===== src/rtl/cmdlist_pkg.sv =====
package cmdlist_pkg;
  localparam int DW        = 32;
  localparam int QW        = 2 * DW;
  localparam int LEN_W     = 16;
  localparam int IDX_W     = 14;
  localparam int REG_AW    = IDX_W + 2;
  localparam int INCR_BIT  = 31;
  localparam int HOLD_BIT  = 30;
  localparam int IDX_LSB   = 16;

  typedef struct packed {
    logic              incr;
    logic              wait_idle;
    logic [IDX_W-1:0]  idx;
    logic [LEN_W-1:0]  len;
  } grp_hdr_t;

  typedef enum logic [2:0] {
    ST_IDLE,
    ST_FETCH,
    ST_SLOT,
    ST_HOLD,
    ST_EMIT,
    ST_FINISH
  } parse_st_t;
endpackage


===== src/rtl/cmdlist_hdr_decode.sv =====
module cmdlist_hdr_decode
  import cmdlist_pkg::*;
(
  input  logic [DW-1:0] word,
  output grp_hdr_t      hdr
);
  always_comb begin
    hdr.incr      = word[INCR_BIT];
    hdr.wait_idle = word[HOLD_BIT];
    hdr.idx       = word[IDX_LSB +: IDX_W];
    hdr.len       = word[LEN_W-1:0];
  end
endmodule


===== src/rtl/cmdlist_fetch.sv =====
module cmdlist_fetch
  import cmdlist_pkg::*;
#(
  parameter int ADDR_W = 32,
  parameter int CNT_W  = 16
) (
  input  logic              clk,
  input  logic              rst_n,
  input  logic              launch,
  input  logic              advance,
  input  logic [ADDR_W-1:0] base,
  input  logic [CNT_W-1:0]  qw_m1,
  output logic              rd_req_valid,
  input  logic              rd_req_ready,
  output logic [ADDR_W-1:0] rd_req_addr,
  input  logic              rd_rsp_valid,
  input  logic [QW-1:0]     rd_rsp_data,
  output logic [QW-1:0]     qw_data,
  output logic              qw_loaded,
  output logic              qw_last
);
  localparam logic [ADDR_W-1:0] QW_BYTES = ADDR_W'(QW / 8);
  localparam logic [ADDR_W-1:0] ALIGN_MASK = ~(QW_BYTES - ADDR_W'(1));

  logic [ADDR_W-1:0] addr_q, addr_d;
  logic [CNT_W-1:0]  cnt_q, cnt_d, lim_q, lim_d;
  logic              req_q, req_d, pend_q, pend_d;
  logic [QW-1:0]     data_q;
  logic              pos_en, data_en;

  assign pos_en  = launch | advance;
  assign data_en = pend_q & rd_rsp_valid;

  always_comb begin
    addr_d = addr_q;
    cnt_d  = cnt_q;
    lim_d  = lim_q;
    req_d  = req_q;
    pend_d = pend_q;
    if (launch) begin
      addr_d = base & ALIGN_MASK;
      cnt_d  = '0;
      lim_d  = qw_m1;
    end else if (advance) begin
      addr_d = addr_q + QW_BYTES;
      cnt_d  = cnt_q + CNT_W'(1);
    end
    if (req_q && rd_req_ready) begin
      req_d  = 1'b0;
      pend_d = 1'b1;
    end
    if (data_en) pend_d = 1'b0;
    if (pos_en) req_d = 1'b1;
  end

  always_ff @(posedge clk or negedge rst_n) begin
    if (!rst_n) begin
      addr_q <= '0;
      cnt_q  <= '0;
      lim_q  <= '0;
    end else if (pos_en) begin
      addr_q <= addr_d;
      cnt_q  <= cnt_d;
      lim_q  <= lim_d;
    end
  end

  always_ff @(posedge clk or negedge rst_n) begin
    if (!rst_n) begin
      req_q  <= 1'b0;
      pend_q <= 1'b0;
    end else begin
      req_q  <= req_d;
      pend_q <= pend_d;
    end
  end

  always_ff @(posedge clk or negedge rst_n) begin
    if (!rst_n)       data_q <= '0;
    else if (data_en) data_q <= rd_rsp_data;
  end

  assign rd_req_valid = req_q;
  assign rd_req_addr  = addr_q;
  assign qw_data      = data_q;
  assign qw_loaded    = data_en;
  assign qw_last      = (cnt_q == lim_q);
endmodule


===== src/rtl/cmdlist_emit.sv =====
module cmdlist_emit
  import cmdlist_pkg::*;
(
  input  logic              clk,
  input  logic              rst_n,
  input  logic              load,
  input  grp_hdr_t          hdr,
  input  logic              step,
  output logic [REG_AW-1:0] addr,
  output logic              rem_one
);
  localparam logic [REG_AW-1:0] STRIDE = REG_AW'(DW / 8);

  logic [REG_AW-1:0] addr_q, addr_d;
  logic [LEN_W-1:0]  rem_q, rem_d;
  logic              incr_q, incr_d;
  logic              en;

  assign en = load | step;

  always_comb begin
    addr_d = addr_q;
    rem_d  = rem_q;
    incr_d = incr_q;
    if (load) begin
      addr_d = {hdr.idx, 2'b00};
      rem_d  = hdr.len;
      incr_d = hdr.incr;
    end else if (step) begin
      rem_d = rem_q - LEN_W'(1);
      if (incr_q) addr_d = addr_q + STRIDE;
    end
  end

  always_ff @(posedge clk or negedge rst_n) begin
    if (!rst_n) begin
      addr_q <= '0;
      rem_q  <= '0;
      incr_q <= 1'b0;
    end else if (en) begin
      addr_q <= addr_d;
      rem_q  <= rem_d;
      incr_q <= incr_d;
    end
  end

  assign addr    = addr_q;
  assign rem_one = (rem_q == LEN_W'(1));
endmodule


===== src/rtl/cmdlist_parser.sv =====
module cmdlist_parser
  import cmdlist_pkg::*;
#(
  parameter int ADDR_W = 32,
  parameter int CNT_W  = 16
) (
  input  logic              clk,
  input  logic              rst_n,
  input  logic              start,
  input  logic [ADDR_W-1:0] list_base,
  input  logic [CNT_W-1:0]  list_qw_m1,
  input  logic              engine_idle,
  output logic              rd_req_valid,
  input  logic              rd_req_ready,
  output logic [ADDR_W-1:0] rd_req_addr,
  input  logic              rd_rsp_valid,
  input  logic [63:0]       rd_rsp_data,
  output logic              wr_valid,
  input  logic              wr_ready,
  output logic [15:0]       wr_addr,
  output logic [31:0]       wr_data,
  output logic              busy,
  output logic              done
);
  parse_st_t         st_q, st_d;
  logic              slot_q, slot_d;
  logic              in_grp_q, in_grp_d;
  logic              hold_q, hold_d;
  logic [QW-1:0]     qw;
  logic              qw_loaded, qw_last;
  logic              launch, fetch_go, end_qw;
  logic              hdr_load, emit_step, rem_one;
  logic [DW-1:0]     cur_word;
  logic [REG_AW-1:0] emit_addr;
  grp_hdr_t          hdr;

  assign launch   = (st_q == ST_IDLE) && start;
  assign cur_word = slot_q ? qw[QW-1:DW] : qw[DW-1:0];

  cmdlist_fetch #(.ADDR_W(ADDR_W), .CNT_W(CNT_W)) u_fetch (
    .clk          (clk),
    .rst_n        (rst_n),
    .launch       (launch),
    .advance      (fetch_go),
    .base         (list_base),
    .qw_m1        (list_qw_m1),
    .rd_req_valid (rd_req_valid),
    .rd_req_ready (rd_req_ready),
    .rd_req_addr  (rd_req_addr),
    .rd_rsp_valid (rd_rsp_valid),
    .rd_rsp_data  (rd_rsp_data),
    .qw_data      (qw),
    .qw_loaded    (qw_loaded),
    .qw_last      (qw_last)
  );

  cmdlist_hdr_decode u_dec (
    .word (cur_word),
    .hdr  (hdr)
  );

  cmdlist_emit u_emit (
    .clk     (clk),
    .rst_n   (rst_n),
    .load    (hdr_load),
    .hdr     (hdr),
    .step    (emit_step),
    .addr    (emit_addr),
    .rem_one (rem_one)
  );

  always_comb begin
    st_d      = st_q;
    slot_d    = slot_q;
    in_grp_d  = in_grp_q;
    hold_d    = hold_q;
    hdr_load  = 1'b0;
    emit_step = 1'b0;
    end_qw    = 1'b0;
    fetch_go  = 1'b0;
    case (st_q)
      ST_IDLE: begin
        if (start) begin
          st_d     = ST_FETCH;
          slot_d   = 1'b0;
          in_grp_d = 1'b0;
          hold_d   = 1'b0;
        end
      end
      ST_FETCH: begin
        if (qw_loaded) begin
          st_d   = ST_SLOT;
          slot_d = 1'b0;
        end
      end
      ST_SLOT: begin
        if (in_grp_q) begin
          st_d = hold_q ? ST_HOLD : ST_EMIT;
        end else if (!slot_q) begin
          hdr_load = 1'b1;
          if (hdr.len == '0) begin
            end_qw = 1'b1;
          end else begin
            in_grp_d = 1'b1;
            slot_d   = 1'b1;
            hold_d   = hdr.wait_idle;
          end
        end else begin
          end_qw = 1'b1;
        end
      end
      ST_HOLD: begin
        if (engine_idle) begin
          hold_d = 1'b0;
          st_d   = ST_EMIT;
        end
      end
      ST_EMIT: begin
        if (wr_ready) begin
          emit_step = 1'b1;
          if (rem_one) in_grp_d = 1'b0;
          if (!slot_q) begin
            slot_d = 1'b1;
            st_d   = ST_SLOT;
          end else begin
            end_qw = 1'b1;
          end
        end
      end
      ST_FINISH: st_d = ST_IDLE;
      default:   st_d = ST_IDLE;
    endcase
    if (end_qw) begin
      if (qw_last) begin
        st_d = ST_FINISH;
      end else begin
        fetch_go = 1'b1;
        st_d     = ST_FETCH;
      end
    end
  end

  always_ff @(posedge clk or negedge rst_n) begin
    if (!rst_n) begin
      st_q     <= ST_IDLE;
      slot_q   <= 1'b0;
      in_grp_q <= 1'b0;
      hold_q   <= 1'b0;
    end else begin
      st_q     <= st_d;
      slot_q   <= slot_d;
      in_grp_q <= in_grp_d;
      hold_q   <= hold_d;
    end
  end

  assign wr_valid = (st_q == ST_EMIT);
  assign wr_addr  = emit_addr;
  assign wr_data  = cur_word;
  assign busy     = (st_q != ST_IDLE);
  assign done     = (st_q == ST_FINISH);
endmodule


===== config.mk =====
export PLATFORM = sky130hd
export DESIGN_NAME = cmdlist_parser
export DESIGN_NICKNAME = d
export VERILOG_FILES = /design/src/rtl/cmdlist_pkg.sv /design/src/rtl/cmdlist_hdr_decode.sv /design/src/rtl/cmdlist_fetch.sv /design/src/rtl/cmdlist_emit.sv /design/src/rtl/cmdlist_parser.sv
export SDC_FILE = /design/constraint.sdc
export NUM_CORES = 1
export LEC_CHECK = 0
export BUFFER_PORTS_ARGS = -buffer_cell sky130_fd_sc_hd__buf_2
export CORE_AREA = 4 4 154 156
export DETAILED_ROUTE_END_ITERATION = 16
export DIE_AREA = 0 0 158 160
export PLACE_DENSITY_LB_ADDON = 0.12
export SLEW_MARGIN = 20
export SYNTH_ARGS = -nofsm -noshare
export SYNTH_HDL_FRONTEND = slang
export SYNTH_SLANG_ARGS = --single-unit

===== constraint.sdc =====
create_clock -name clk -period 3.3 [get_ports clk]
set_input_delay 0.165 -clock clk [delete_from_list [all_inputs] [get_ports clk]]
set_output_delay 0.165 -clock clk [all_outputs]
set_load 0.01 [all_outputs]

==> results.md <==
| Result | Value | Unit |
|---|---|---|
| Worst skew pair latency | 0.43 | ns |
| Number of pins exceeding their max-slew limit in the final report | 0 | - |
| Drc violations | 0 | - |
| Drt total wl | 22.9 | mm |
| Setup TNS Final | 0 | ns |
| Area fraction of the dominant cell type after synthesis | 0.489 | - |
| Die boundary height | 160 | um |
| Nature of the critical path startpoint | flop | - |
| Critical path type | reg2reg | - |
| Final cell utilization of the core | 0.511 | - |
| Count of cells along the worst register-to-register path | 8 | - |
| Predominant post-synthesis flop cell | sky130_fd_sc_hd__dfrtp_1 | - |
| Total congestion overflow after global routing | 0 | - |
| Most used cells in the layout excluding fill and tap cells | sky130_fd_sc_hd__buf_2, sky130_fd_sc_hd__dfrtp_1, sky130_fd_sc_hd__nand2_1 | - |
| Path category of the worst min-delay check | in2reg | - |
| WP data arrival | 3.17 | ns |
| Top cells by area, synth | sky130_fd_sc_hd__dfrtp_1, sky130_fd_sc_hd__mux2_2, sky130_fd_sc_hd__nand2_1 | - |
| Number of synthesized flops with an enable pin | 0 | - |
| Final period demand of the worst path | 2.85 | ns |
| Count of pins on the block boundary | 203 | - |
| Number of antenna-violating nets in the routed design | 0 | - |
| Number of warnings issued by yosys | 0 | - |
| Clock transition at the register clock pins on the worst setup and hold paths after CTS | 0.07 | ns |
| RSZ-0062 raised after global routing | false | - |
| Data required time at the worst endpoint | 3.62 | ns |
| Part of the power in registers | 0.408 | - |
| Share of the clock period used by the worst path | 0.863 | - |
| Global-route wire length before repair | 37.5 | mm |
| Detailed router's first-iteration violation count | 302 | - |
| Clock group share of total power | 0.214 | - |
| CORE AREA | 22,400 | um^2 |
| Largest net degree at the start of global routing | 77 | - |
| Post-CTS setup buffer count | 0 | - |
| Final estimated routing congestion in global placement | 0.759 | - |
| Via density per instance | 4.96 | - |
| Flip-flop and latch count after synthesis | 164 | - |
| Least-Margin Pin Slew | 0.917 | ns |
| TritonCTS clock tree | yes | - |
| Status | finished, final reports clean | - |
| Switching pwr | 3.52 | mW |
| Global-route usage over all layers | 0.184 | - |
| Top cell type by total area after synthesis | sky130_fd_sc_hd__dfrtp_1 | - |
| Clock skew after layout | 0.0138 | ns |
| Pleak | 5.01 | nW |
| Fraction of layout cells with a size suffix above 1 | 0.320 | - |
| Initial antenna violation count | 2 | - |
| Worst vdd rail ir drop | 0.387 | mV |
| Cts repair resizes | 0 | - |
| Relative slew slack | 0.389 | - |
| Relative area change from synthesis to final layout | 36.0 | % |
| Nature of the critical path endpoint | flop | - |
| Relative contribution of combinational cells to total power | 0.377 | - |
| Detail Placement HPWL | 16.0 | mm |
| Most common cell after layout, fill and taps aside | sky130_fd_sc_hd__buf_2 | - |
| Maximum fanout along the worst path | 10 | - |
| Number of detailed-route iterations in the first pass | 4 | - |
| Cell Pwr Density | 807 | nW/um^2 |
| Final setup violation count | 0 | - |
| Number of buffers added to fix hold violations after cts | 111 | - |
| Average cell area after synthesis | 10.2 | um^2 |
| Fraction of power spent switching nets | 0.382 | - |
| Num CTS Buffers | 17 | - |
| Standard-cell row count | 55 | - |
| Routed via count | 7,071 | - |
| Post-Synthesis Cells | 824 | - |
| Final hold violation count | 0 | - |
| Via count of the first global-routing pass | 7,257 | - |
| Routed len/inst | 16.1 | um |
| IO Port Bufs | 194 | - |
| Number of buffers on the longest clock path | 2 | - |
| Number of clock sinks seen by CTS | 164 | - |
| H-Tree Level Count | 4 | - |
| Synth cell types | 65 | - |
| Worst hold path cell count | 3 | - |
| Max-capacitance violation count | 0 | - |
| Cell area after synthesis | 8400 | um^2 |
| Cell internal power dissipation | 5.70 | mW |
| Post-layout net count | 1,250 | - |
| Cell chosen for the clock root | sky130_fd_sc_hd__clkbuf_16 | - |
| Fmax | 351 | MHz |
| Die Area | 25,300 | um^2 |
| Initial Utilization | 0.376 | - |
| Sequential cell area fraction in the yosys report | 0.489 | - |
| Share of synthesized registers carrying an async set or reset | 1.00 | - |
| Horizontal die dimension | 158 | um |
-- per-stage QoR --
step | total power, mW | instances | hold WS [ns] | area [um^2] | worst slack, ns
after CTS | 9.34 | 1424 | 0.00200 | 11400 | 0.440
after global routing | 9.90 | 1425 | 0.000954 | 11400 | 0.247
after detailed placement | 7.21 | 1281 | 0.167 | 9730 | 0.435
after floorplan | 5.84 | 828 | -0.131 | 8410 | 1.02
after global placement | 7.16 | 1281 | 0.168 | 9730 | 0.464
final | 9.21 | 1425 | 0.0185 | 11400 | 0.453
-- layout make-up --
class	count	area, um^2
Antenna cell	1	2.50
Clock buffer	18	439
Clock inverter	14	138
Fill cell	2084	10900
Inverter	15	56.3
Multi-Input combinational cell	602	4060
Sequential cell	164	4110
Tap cell	285	357
Timing Repair Buffer	326	2260
-- synthesized netlist by cell type, drive strengths merged (3+ instances only) --
cell type,number
a21oi,14
a31o,5
a31oi,7
and3,5
and4,4
buf,12
clkbuf,35
dfrtp,164
ha,5
inv,15
mux2,96
mux2i,10
nand2,145
nand2b,6
nand3,17
nand4,22
nor2,40
nor3,16
nor4,33
o211ai,3
o21ai,50
o311ai,3
or2,5
or3,8
or3b,3
or4,4
xnor2,50
xor2,15
-- path summary, 6_finish.rpt --
kind,start,to,slack [ns]
max,u_fetch.qw_data[14],u_fetch.cnt_q[13],0.45
min,list_base[27],u_fetch.rd_req_addr[27],0.02
max reg2reg,u_fetch.qw_data[14],u_fetch.cnt_q[13],0.45
min reg2reg,u_fetch.qw_data[22],u_emit.addr[8],0.50
max in group asynchronous,rst_n,u_fetch.qw_data[44],2.15
min in group asynchronous,rst_n,u_fetch.rd_req_addr[27],0.24
-- kinds of logic after synthesis --
kind of cell,synth area share
buf+inv,0.0320
flops,0.489
other cells,0.000446
mux,0.141
compound gates,0.0763
fa+ha+maj,0.00745
simple gates,0.187
xor+xnor,0.0678
-- registers in the layout, summed over array words and instances (netlist names) --
register and cells:
slot_q 1, u_fetch.lim_q 16, hold_q 1, u_emit.rem_q 16, u_emit.addr 14, u_fetch.rd_req_valid 1, u_fetch.pend_q 1, u_fetch.qw_data 64
u_emit.incr_q 1, in_grp_q 1, st_q 3, u_fetch.cnt_q 16, u_fetch.rd_req_addr 29
-- worst max-delay path, cell delays in order (launching register included) --
cell and delay, ns:
sky130_fd_sc_hd__dfrtp_1 0.39, sky130_fd_sc_hd__nor4_1 0.44, sky130_fd_sc_hd__buf_4 0.19, sky130_fd_sc_hd__a41oi_1 0.29, sky130_fd_sc_hd__or3b_1 0.50, sky130_fd_sc_hd__buf_4 0.21
sky130_fd_sc_hd__nor3_4 0.37, sky130_fd_sc_hd__a21oi_1 0.11, sky130_fd_sc_hd__a31o_2 0.22
-- power by group through the flow --
stage / registers (mW) / logic (mW) / clock network (mW)
global placement: 3.77 / 3.38 / 0
global route: 3.91 / 3.87 / 2.12
finish: 3.76 / 3.48 / 1.97
floorplan: 3.65 / 2.19 / 0
CTS: 3.76 / 3.54 / 2.04
detailed placement: 3.79 / 3.42 / 0
-- metal layers --
layer,share of wire,track usage,vias up
met1,0.45,0.236,3410
met5,0.00035,0,-
met2,0.50,0.319,139
met3,0.039,0.0379,13
li1,-,-,3507
met4,0.0062,0.0434,2
Power figures use the tool's default switching activity.
